File: config.mk
export PLATFORM = sky130hd
export DESIGN_NAME = pll_div_chain
export DESIGN_NICKNAME = d
export VERILOG_FILES = /design/src/rtl/pll_div_pkg.sv /design/src/rtl/pll_div_stage.sv /design/src/rtl/pll_post_div.sv /design/src/rtl/pll_bus_half.sv /design/src/rtl/pll_div_chain.sv
export SDC_FILE = /design/constraint.sdc
export NUM_CORES = 1
export LEC_CHECK = 0
export BUFFER_PORTS_ARGS = -buffer_cell sky130_fd_sc_hd__buf_2
export CORE_ASPECT_RATIO = 0.5
export CORE_MARGIN = 5
export CORE_UTILIZATION = 55
export DETAILED_ROUTE_END_ITERATION = 12
export GPL_TIMING_DRIVEN = 0
export PLACE_DENSITY = 0.78
export SLEW_MARGIN = 20
export SYNTH_ARGS = -nofsm -noshare
export SYNTH_HDL_FRONTEND = slang
export SYNTH_SLANG_ARGS = --single-unit
File: constraint.sdc
create_clock -name clk -period 2.5 [get_ports clk]
set_input_delay 0.125 -clock clk [delete_from_list [all_inputs] [get_ports clk]]
set_output_delay 0.125 -clock clk [all_outputs]
set_load 0.02 [all_outputs]
File: src/rtl/pll_div_pkg.sv
package pll_div_pkg;
  // Which event stream the bus halving stage counts.
  typedef enum logic {
    BUS_FROM_OSC = 1'b0,
    BUS_FROM_PLL = 1'b1
  } bus_src_e;
endpackage

File: src/rtl/pll_div_stage.sv
// Down-counter divider. The counter reloads from `load` (ratio minus one)
// only at terminal count, so a new setting starts with the next period.
module pll_div_stage #(
  parameter int CW = 6
) (
  input  logic          clk,
  input  logic          rst,
  input  logic          adv,
  input  logic [CW-1:0] load,
  output logic          stb
);
  logic [CW-1:0] cnt;

  always_ff @(posedge clk) begin
    if (rst) begin
      cnt <= load;
      stb <= 1'b0;
    end else begin
      stb <= 1'b0;
      if (adv) begin
        if (cnt == '0) begin
          stb <= 1'b1;
          cnt <= load;
        end else begin
          cnt <= cnt - CW'(1);
        end
      end
    end
  end

  // a strobe always follows an advance.
  assert_stb_after_tick_R1: assert property (@(posedge clk) disable iff (rst)
    stb |-> $past(adv));

  // the counter jumps (anything other than hold or step down) only when it reloads.
  assert_reload_only_at_terminal_R6: assert property (@(posedge clk) disable iff (rst)
    (cnt != $past(cnt) && cnt != ($past(cnt) - CW'(1))) |-> stb);
endmodule

File: src/rtl/pll_post_div.sv
// Post divider built as a half-period counter plus a phase bit. The
// setting is held for a whole output period, which keeps the toggle at 50%.
module pll_post_div #(
  parameter int PW = 5
) (
  input  logic          clk,
  input  logic          rst,
  input  logic          tick,
  input  logic [PW-1:0] setting,
  output logic          stb,
  output logic          tog
);
  logic [PW-1:0] hold;
  logic [PW-1:0] cnt;
  logic          phase;

  function automatic logic [PW-1:0] half_load(input logic [PW-1:0] v);
    return (v == '0) ? '0 : v - PW'(1);
  endfunction

  always_ff @(posedge clk) begin
    if (rst) begin
      hold  <= setting;
      cnt   <= half_load(setting);
      phase <= 1'b0;
      stb   <= 1'b0;
    end else begin
      stb <= 1'b0;
      if (tick) begin
        if (cnt != '0) begin
          cnt <= cnt - PW'(1);
        end else if (hold == '0 || phase) begin
          // End of a full output period: take the new setting.
          stb   <= 1'b1;
          hold  <= setting;
          cnt   <= half_load(setting);
          phase <= (hold == '0 && setting == '0) ? ~phase : 1'b0;
        end else begin
          // End of the low half: start the high half.
          phase <= 1'b1;
          cnt   <= half_load(hold);
        end
      end
    end
  end

  assign tog = phase;

  assert_stb_after_tick_R4: assert property (@(posedge clk) disable iff (rst)
    stb |-> $past(tick));

  assert_tog_moves_on_tick_R8: assert property (@(posedge clk) disable iff (rst)
    !$stable(phase) |-> $past(tick));

  assert_setting_at_boundary_R6: assert property (@(posedge clk) disable iff (rst)
    !$stable(hold) |-> stb);
endmodule

File: src/rtl/pll_bus_half.sv
// Divide-by-two on the selected event stream.
module pll_bus_half
  import pll_div_pkg::*;
(
  input  logic clk,
  input  logic rst,
  input  logic pll_sel,
  input  logic osc_tick,
  input  logic pll_stb,
  output logic bus_stb
);
  bus_src_e src_sel;
  logic     src;
  logic     half;

  assign src_sel = pll_sel ? BUS_FROM_PLL : BUS_FROM_OSC;
  assign src     = (src_sel == BUS_FROM_PLL) ? pll_stb : osc_tick;

  always_ff @(posedge clk) begin
    if (rst) begin
      half    <= 1'b0;
      bus_stb <= 1'b0;
    end else begin
      bus_stb <= src & half;
      if (src) half <= ~half;
    end
  end

  assert_bus_after_source_R5: assert property (@(posedge clk) disable iff (rst)
    bus_stb |-> $past(src));

  assert_no_back_to_back_R5: assert property (@(posedge clk) disable iff (rst)
    bus_stb |=> !bus_stb);
endmodule

File: src/rtl/pll_div_chain.sv
module pll_div_chain #(
  parameter int REF_W  = 6,
  parameter int SYN_W  = 6,
  parameter int POST_W = 5
) (
  input  logic              clk,
  input  logic              rst,
  input  logic              osc_tick,
  input  logic              vco_tick,
  input  logic [REF_W-1:0]  ref_div,
  input  logic [SYN_W-1:0]  syn_div,
  input  logic [POST_W-1:0] post_div,
  input  logic              pll_sel,
  output logic              ref_stb,
  output logic              fb_stb,
  output logic              pll_stb,
  output logic              pll_tog,
  output logic              bus_stb
);
  // Feedback ratio 2*(s+1) minus one is {s, 1}: one extra bit.
  localparam int FB_W = SYN_W + 1;

  logic [FB_W-1:0] fb_load;
  assign fb_load = {syn_div, 1'b1};

  pll_div_stage #(.CW(REF_W)) u_ref (
    .clk(clk), .rst(rst), .adv(osc_tick), .load(ref_div), .stb(ref_stb)
  );

  pll_div_stage #(.CW(FB_W)) u_fb (
    .clk(clk), .rst(rst), .adv(vco_tick), .load(fb_load), .stb(fb_stb)
  );

  pll_post_div #(.PW(POST_W)) u_post (
    .clk(clk), .rst(rst), .tick(vco_tick), .setting(post_div),
    .stb(pll_stb), .tog(pll_tog)
  );

  pll_bus_half u_bus (
    .clk(clk), .rst(rst), .pll_sel(pll_sel), .osc_tick(osc_tick),
    .pll_stb(pll_stb), .bus_stb(bus_stb)
  );

  assert_quiet_after_reset_R7: assert property (@(posedge clk) disable iff (rst)
    $past(rst) |-> !(ref_stb | fb_stb | pll_stb | bus_stb | pll_tog));
endmodule

==> results of run 1 <==
-- routing by layer --
layer | global-route usage | share of wire | up-vias
met5 | 0 | 0 | -
met4 | 0.0544 | 0.013 | 0
met3 | 0.0708 | 0.051 | 5
met2 | 0.230 | 0.41 | 25
met1 | 0.216 | 0.52 | 552
li1 | - | - | 637
-- layout make-up --
cell class	instances	area (µm²)
fillers	206	825
plain buffers	3	12.5
flip-flops and latches	29	801
inverters	17	63.8
well taps	37	46.3
repair buffers	26	130
clock inverters	3	17.5
multi-input cells	109	752
clock buffers	5	68.8
-- logic make-up (layout without fill, tap and decap cells) --
kind of cell             Yosys count  after routing
AND/OR/NAND/NOR                   53             53
AO/OA/AOI/OAI                     32             32
flip-flops                        29             29
buffers and inverters             20             54
XOR/XNOR                          15             15
adder cells (fa/ha/maj)            7              7
multiplexers                       2              2
-- cell usage after synthesis (2+ instances only) --
master,count,area share
o21a_1,2,0.0092
xnor2_1,7,0.038
nor3b_1,3,0.014
and4_1,2,0.011
dfxtp_1,7,0.086
inv_1,17,0.039
or3b_1,2,0.011
edfxtp_1,22,0.41
nor4_1,3,0.012
nor3_1,5,0.015
o21ai_0,9,0.028
clkbuf_1,2,0.0046
xor2_1,8,0.043
ha_1,7,0.054
o22ai_1,8,0.031
nand2_1,15,0.035
a21oi_1,2,0.0061
a21boi_0,2,0.0092
nor2_1,14,0.032
-- final timing paths --
path	from	endpoint	slack [ns]	cells after the start
worst max-delay path	u_post.cnt[0]$_DFFE_PP_	u_post.hold[2]$_DFFE_PP_	0.30	5
worst max register to register	u_post.cnt[0]$_DFFE_PP_	u_post.hold[2]$_DFFE_PP_	0.30	5
worst min-delay path	post_div[1]	u_post.hold[1]$_DFFE_PP_	0.06	1
worst min register to register	u_bus.half$_SDFFE_PP0P_	u_bus.bus_stb$_SDFF_PP0_	0.50	1
-- registers in the layout, summed over array words and instances (netlist names) --
| name | cells |
|---|---|
| u_fb.cnt | 7 |
| u_ref.cnt | 6 |
| u_post.cnt | 5 |
| u_post.hold | 5 |
| u_bus.bus_stb | 1 |
| u_bus.half | 1 |
| u_fb.stb | 1 |
| u_post.stb | 1 |
| u_post.tog | 1 |
| u_ref.stb | 1 |
-- where the power goes --
| group | switching [µW] | total [µW] | internal (µW) |
|---|---|---|---|
| logic | 111 | 213 | 102 |
| registers | 46.4 | 627 | 580 |
| clock network | 184 | 376 | 191 |
| total | 342 | 1220 | 874 |
-- metrics by stage --
stage                     instance area (µm²)  cells  total power, µW  worst slack, ns   util
final                                    1890    229             1220            0.298  0.696
after global routing                     1890    229             1290            0.130  0.696
after CTS                                1890    229             1230            0.280  0.696
after detailed placement                 1810    221              849            0.301  0.665
after global placement                   1810    221              839            0.325  0.665
after floorplan                          1630    158              782            0.640      -
==> metrics.yaml, run 1 <==
place:
  globalplace.congestion: 0.793
  dpl.hpwl_um: 2390
  portBuffers: 26
logic_synthesis:
  netlist_instances: 158
  synth-xor-area-share: 0.0806
  yosys_warnings: 0
  yosysSeqAreaShare: 0.492
  yosys.area_share.simple: 0.186
  ys_ff_latch: 29
  synth_ff_type: "edfxtp_1"
  synth_compound_area_frac: 0.128
  synth_edf_count: 22
  syn_avg_cell_area_um2: 10.3
  synthAdderAreaFrac: 0.0538
  syn_nets: 187
  synthesis.area_um2: 1630
  synth.area.mux_share: 0.0131
  synth_top_family_by_area: "simple AND/OR/NAND/NOR gates"
  synth_cell_type_count: 40
  synth-async-reset-ratio: 0
pwr:
  power_density_nw_per_um2: 643
  leakage_uw: 0.000786
  ir_drop_mv: 0.377
clock_tree:
  cts-root-buf: "clkbuf_8"
  clk_path_buf_depth: 2
  numCtsBuffers: 5
  path_clk_slew_ns: 0.06
  ctsResizeCount: 0
  cts.sinks: 29
  postCtsSetupRepairBufs: 0
  ctsHoldBuffers: 0
  cts_tree: "done"
  cts_max_level: 2
  clk_latency_ns: 0.29
final_layout:
  layout_common_cells: "buf_2 (27), edfxtp_1 (22), inv_1 (17)"
  drive_gt1_frac: 0.219
  antenna_cells: 0
  areaGrowthSynthToFinish_pct: 16.1
  nNetsFinal: 220
  final_common_cell: "buf_2"
die:
  dieArea_um2: 4220
  start_util: 0.600
  die_h_um: 48.5
  coreArea_um2: 2720
  dieWidth_um: 87.0
  top_level_ports: 27
  rows: 13
sta:
  period_needed_ns: 2.20
  slew_violations: 0
  fin_worst_skew_ns: 0.00990
  worst_pin_slew_ns: 0.734
  rsz0062_at_grt: "false"
  fin_hold_ws_ns: 0.0593
  hold_viol: 0
  min_period_over_period: 0.881
  tns_ns: 0
  finalSetupViolations: 0
  timing.fmax_ghz: 0.454
  max_slew_margin: 0.506
setup_path:
  end_kind: "flop"
  cp_cell_sequence: "inv_1, ha_1, nor4b_4, nand2_2, o21ai_0"
  slowest_stage: "o21ai_0"
  cp_max_fo: 6
  cp_slowest_stage_delay_ns: 0.60
  required_ns: 2.41
  crit_arrival_ns: 2.11
  criticalPathCategory: "flop to flop"
  crit_path_start_kind: "flop"
  critPathBufInv: 1
  crit_family: "compound AO/OA/AOI/OAI gates"
grt:
  overflow: 0
  first_global_vias: 1187
  grt_max_degree: 13
  grt_pass1_wl_um: 5150
  grt_antenna_before_repair: 0
  grt_use_total: 0.161
drt:
  drtIter0Drc: 64
  avgViaCountPerCell: 5.32
  drt_first_pass_iters: 4
  wl_per_cell_um: 13.5
  wl_um: 3090
  vias: 1219
  drc_errors: 0
  postRouteAntennaNets: 0
outcome:
  status: "complete, no violations"
run:
  drv_cap: 0
hold_path:
  hp-class: "input port to flop"
(Power assumes the default switching activity.)
==> inputs of run 2 (changes only) <==
CORE_UTILIZATION = 45   (was 55)
CTS_BUF_LIST = sky130_fd_sc_hd__clkbuf_4 sky130_fd_sc_hd__clkbuf_8 sky130_fd_sc_hd__clkbuf_16   (was unset)
PLACE_DENSITY = 0.66   (was 0.78)
==> metrics.yaml, run 2 (synthesized netlist as in run 1, its figures left out) <==
final_layout:
  layout_common_cells: "buf_2 (27), edfxtp_1 (22), inv_1 (17)"
  antenna_cells: 0
  final_common_cell: "buf_2"
  regMostFlops: "u_fb.cnt"
  drive_gt1_frac: 0.219
  fin_area_um2: 1910
  layout.cells.non_filler: 243
  reg_top3: "u_fb.cnt: 7 flops, u_ref.cnt: 6 flops"
  nNetsFinal: 220
  areaGrowthSynthToFinish_pct: 17.5
  largest_register_ffs: 7
die:
  die_h_um: 52.5
  coreArea_um2: 3450
  top_level_ports: 27
  dieArea_um2: 5000
  start_util: 0.472
  rows: 15
  dieWidth_um: 95.1
setup_path:
  crit_family: "simple AND/OR/NAND/NOR gates"
  crit_arrival_ns: 2.08
  cp_max_fo: 6
  cp_cell_sequence: "inv_1, ha_1, nor4b_4, nand2_2, o21ai_0"
  rrSetupSlack_ns: 0.33
  crit_cells: 5
  crit_path_start_kind: "flop"
  rr_endpoint: "u_post.hold[1]$_DFFE_PP_"
  slowest_stage: "o21ai_0"
  rr_worst_depth: 5
  critPathBufInv: 1
  cp_slowest_stage_delay_ns: 0.54
  reg2reg_from: "u_post.cnt[0]$_DFFE_PP_"
  end_kind: "flop"
  criticalPathCategory: "flop to flop"
  worstSetupStartpoint: "u_post.cnt[0]$_DFFE_PP_"
  required_ns: 2.41
drt:
  wl_met2_um: 1420
  vias: 1229
  wl_um: 3260
  drt_first_pass_iters: 4
  route.met3.wl_um: 153
  met1_length_um: 1650
  topRoutingLayerUsed: "met4"
  avgViaCountPerCell: 5.06
  postRouteAntennaNets: 0
  wl_per_cell_um: 13.4
  drtIter0Drc: 61
  drc_errors: 0
sta:
  rsz0062_at_grt: "false"
  finalSetupViolations: 0
  fin_worst_skew_ns: 0.00460
  period_needed_ns: 2.17
  timing.fmax_ghz: 0.461
  worst_pin_slew_ns: 0.649
  min_period_over_period: 0.867
  slew_violations: 0
  hold_viol: 0
  max_slew_margin: 0.563
  tns_ns: 0
place:
  globalplace.congestion: 0.943
  dpl.hpwl_um: 2480
  dp_cells: 235
  portBuffers: 26
  place_area_um2: 1820
grt:
  overflow: 0
  grt_antenna_before_repair: 0
  grt_max_degree: 13
  first_global_vias: 1287
  grt_use_total: 0.154
  grt_pass1_wl_um: 5690
clock_tree:
  cts.sinks: 29
  cts-root-buf: "clkbuf_8"
  clk_latency_ns: 0.28
  path_clk_slew_ns: 0.06
  postCtsSetupRepairBufs: 0
  numCtsBuffers: 5
  cts_tree: "done"
  ctsHoldBuffers: 0
  ctsResizeCount: 0
  cts_max_level: 2
  clk_path_buf_depth: 2
hold_path:
  min-delay-start: "post_div[1]"
  hp-class: "input port to flop"
  hold_depth: 1
  hold_end: "u_post.hold[1]$_DFFE_PP_"
outcome:
  status: "complete, no violations"
pwr:
  ir_drop_mv: 0.343
  finalPower_uw: 1240
  power_density_nw_per_um2: 647
  leakage_uw: 0.000792
run:
  drv_cap: 0
run 2: metrics by stage:
stage	hold slack (ns)	setup WS (ns)	util
final	0.0677	0.332	0.554
after global routing	0.0494	0.132	0.554
after CTS	0.0519	0.311	0.554
after detailed placement	0.341	0.332	0.528
after global placement	0.338	0.345	0.528
after floorplan	0.224	0.640	-
run 2: worst max path at each step:
stage and endpoint:
2_1_floorplan u_post.hold[0]$_DFFE_PP_, 5_1_grt u_post.hold[1]$_DFFE_PP_, 3_5_place_dp u_post.hold[1]$_DFFE_PP_, 4_1_cts u_post.hold[1]$_DFFE_PP_
3_3_place_gp u_post.hold[3]$_DFFE_PP_, 6_report u_post.hold[1]$_DFFE_PP_
run 2: routing by layer:
metal,track usage,vias to the layer above
li1,-,633
met1,0.189,571
met2,0.249,20
met3,0.0531,5
met4,0.0646,0
met5,0,-
run 2: final cells by class:
class                   instances  area, µm²
clock buffers                   8       91.3
fillers                       343       1540
plain buffers                   3       12.5
repair buffers                 26        130
multi-input cells             109        752
flip-flops and latches         29        801
inverters                      17       63.8
well taps                      51       63.8
run 2: worst register-to-register path: stages, from the launching register on:
cell and delay (ns):
edfxtp_1 0.42, inv_1 0.08, ha_1 0.21, nor4b_4 0.40
nand2_2 0.14, o21ai_0 0.54
run 2: report_power, final:
group / internal, µW / switching, µW
logic: 101 / 109
registers: 581 / 47.6
clock network: 230 / 171
==> inputs of run 3 (changes only) <==
CORE_ASPECT_RATIO = 1.5   (was 0.5)
RECOVER_POWER = 50   (was unset)
==> metrics.yaml, run 3 (synthesized netlist as in run 1, its figures left out) <==
grt:
  grt_pass1_wl_um: 5620
  overflow: 0
  first_global_vias: 1304
  grt_use_total: 0.147
  grt_max_degree: 13
  grt_antenna_before_repair: 0
place:
  place_area_um2: 1810
  preCtsSetupSlack_ns: 0.293
  globalplace.congestion: 0.834
  dpl.hpwl_um: 2590
  portBuffers: 26
  dp_cells: 226
setup_path:
  required_ns: 2.41
  cp_cell_sequence: "inv_1, ha_1, nor4b_2, nor2_1, o21ai_0"
  cp_max_fo: 5
  rrSetupSlack_ns: 0.31
  crit_arrival_ns: 2.09
  crit_path_start_kind: "flop"
  crit_family: "compound AO/OA/AOI/OAI gates"
  cp_slowest_stage_delay_ns: 0.62
  rr_endpoint: "u_post.hold[1]$_DFFE_PP_"
  critPathBufInv: 1
  rr_worst_depth: 5
  slowest_stage: "o21ai_0"
  criticalPathCategory: "flop to flop"
  reg2reg_from: "u_post.hold[0]$_DFFE_PP_"
  worstSetupStartpoint: "u_post.hold[0]$_DFFE_PP_"
  end_kind: "flop"
hold_path:
  min-delay-start: "post_div[1]"
  hp-class: "input port to flop"
  hold_depth: 1
  hold_end: "u_post.hold[1]$_DFFE_PP_"
drt:
  drc_errors: 0
  met1_length_um: 1270
  wl_per_cell_um: 14.0
  topRoutingLayerUsed: "met4"
  drt_first_pass_iters: 4
  wl_um: 3270
  wl_met2_um: 1750
  avgViaCountPerCell: 5.34
  postRouteAntennaNets: 0
  drtIter0Drc: 30
  vias: 1250
  route.met3.wl_um: 167
sta:
  timing.fmax_ghz: 0.457
  period_needed_ns: 2.19
  setup_slack_ns: 0.314
  rsz0062_at_grt: "false"
  tns_ns: 0
  finalSetupViolations: 0
  hold_viol: 0
  min_period_over_period: 0.874
  worst_pin_slew_ns: 0.714
  fin_worst_skew_ns: 0.00687
  slew_violations: 0
  max_slew_margin: 0.519
clock_tree:
  postCtsSetupRepairBufs: 0
  cts.sinks: 29
  clk_latency_ns: 0.28
  ctsHoldBuffers: 0
  cts-root-buf: "clkbuf_8"
  path_clk_slew_ns: 0.05
  cts_max_level: 2
  clk_path_buf_depth: 2
  ctsResizeCount: 0
  numCtsBuffers: 5
  cts_tree: "done"
pwr:
  power_density_nw_per_um2: 659
  ir_drop_mv: 0.415
  leakage_uw: 0.000755
final_layout:
  final_common_cell: "edfxtp_1"
  layout.cells.non_filler: 234
  fin_area_um2: 1900
  reg_top3: "u_fb.cnt: 7 flops, u_ref.cnt: 6 flops"
  areaGrowthSynthToFinish_pct: 16.4
  layout_common_cells: "edfxtp_1 (22), inv_1 (17), buf_2 (16)"
  n_fill_cell: 341
  nNetsFinal: 220
  utilization: 0.550
  regMostFlops: "u_fb.cnt"
  drive_gt1_frac: 0.156
  antenna_cells: 0
  largest_register_ffs: 7
die:
  dieWidth_um: 59.1
  die_h_um: 83.7
  dieArea_um2: 4950
  rows: 26
  top_level_ports: 27
  coreArea_um2: 3450
  start_util: 0.472
run:
  drv_cap: 0
outcome:
  status: "complete, no violations"
==> run 3: report_power, final <==
part / total [µW] / internal (µW) / switching (µW)
sequential: 629 / 581 / 48.0
clock: 411 / 246 / 166
combinational: 209 / 99.5 / 110
total: 1250 / 926 / 324
==> run 3: worst register-to-register path: cells and delay by family (launching register included) <==
family	cells	cell delay, ns
adders and majority gates	1	0.19
buffers and inverters	1	0.10
DFF	1	0.38
and+or+nand+nor	2	0.54
AOI/OAI and AO/OA	1	0.62
==> run 3: through the flow <==
| step | hold slack (ns) | total power [µW] |
|---|---|---|
| floorplan | 0.224 | 782 |
| global placement | 0.333 | 839 |
| finish | 0.0970 | 1250 |
| detailed placement | 0.341 | 850 |
| global route | 0.118 | 1320 |
| CTS | 0.0512 | 1270 |
==> run 3: worst max-delay path by stage <==
| stage | endpoint | slack [ns] | depth (start not counted) |
|---|---|---|---|
| 6_report | u_post.hold[1]$_DFFE_PP_ | 0.31 | 5 |
| 5_1_grt | u_post.hold[1]$_DFFE_PP_ | 0.11 | 5 |
| 4_1_cts | u_post.hold[2]$_DFFE_PP_ | 0.25 | 5 |
| 3_5_place_dp | u_post.hold[1]$_DFFE_PP_ | 0.29 | 5 |
| 3_3_place_gp | u_post.hold[0]$_DFFE_PP_ | 0.37 | 5 |
| 2_1_floorplan | u_post.hold[0]$_DFFE_PP_ | 0.64 | 5 |
==> run 3: metal layers <==
| metal | track usage | vias to the layer above |
|---|---|---|
| li1 | - | 634 |
| met1 | 0.152 | 581 |
| met2 | 0.260 | 28 |
| met3 | 0.0402 | 7 |
| met4 | 0.0742 | 0 |
| met5 | 0 | - |
==> run 3: layout make-up <==
class	count	area (µm²)	area share
Tap cell	42	52.6	0.0277
Clock buffer	8	97.6	0.0515
Sequential cell	29	801	0.422
Timing Repair Buffer	26	116	0.0614
Inverter	17	63.8	0.0337
Multi-Input combinational cell	109	752	0.397
Buffer	3	12.5	0.00660
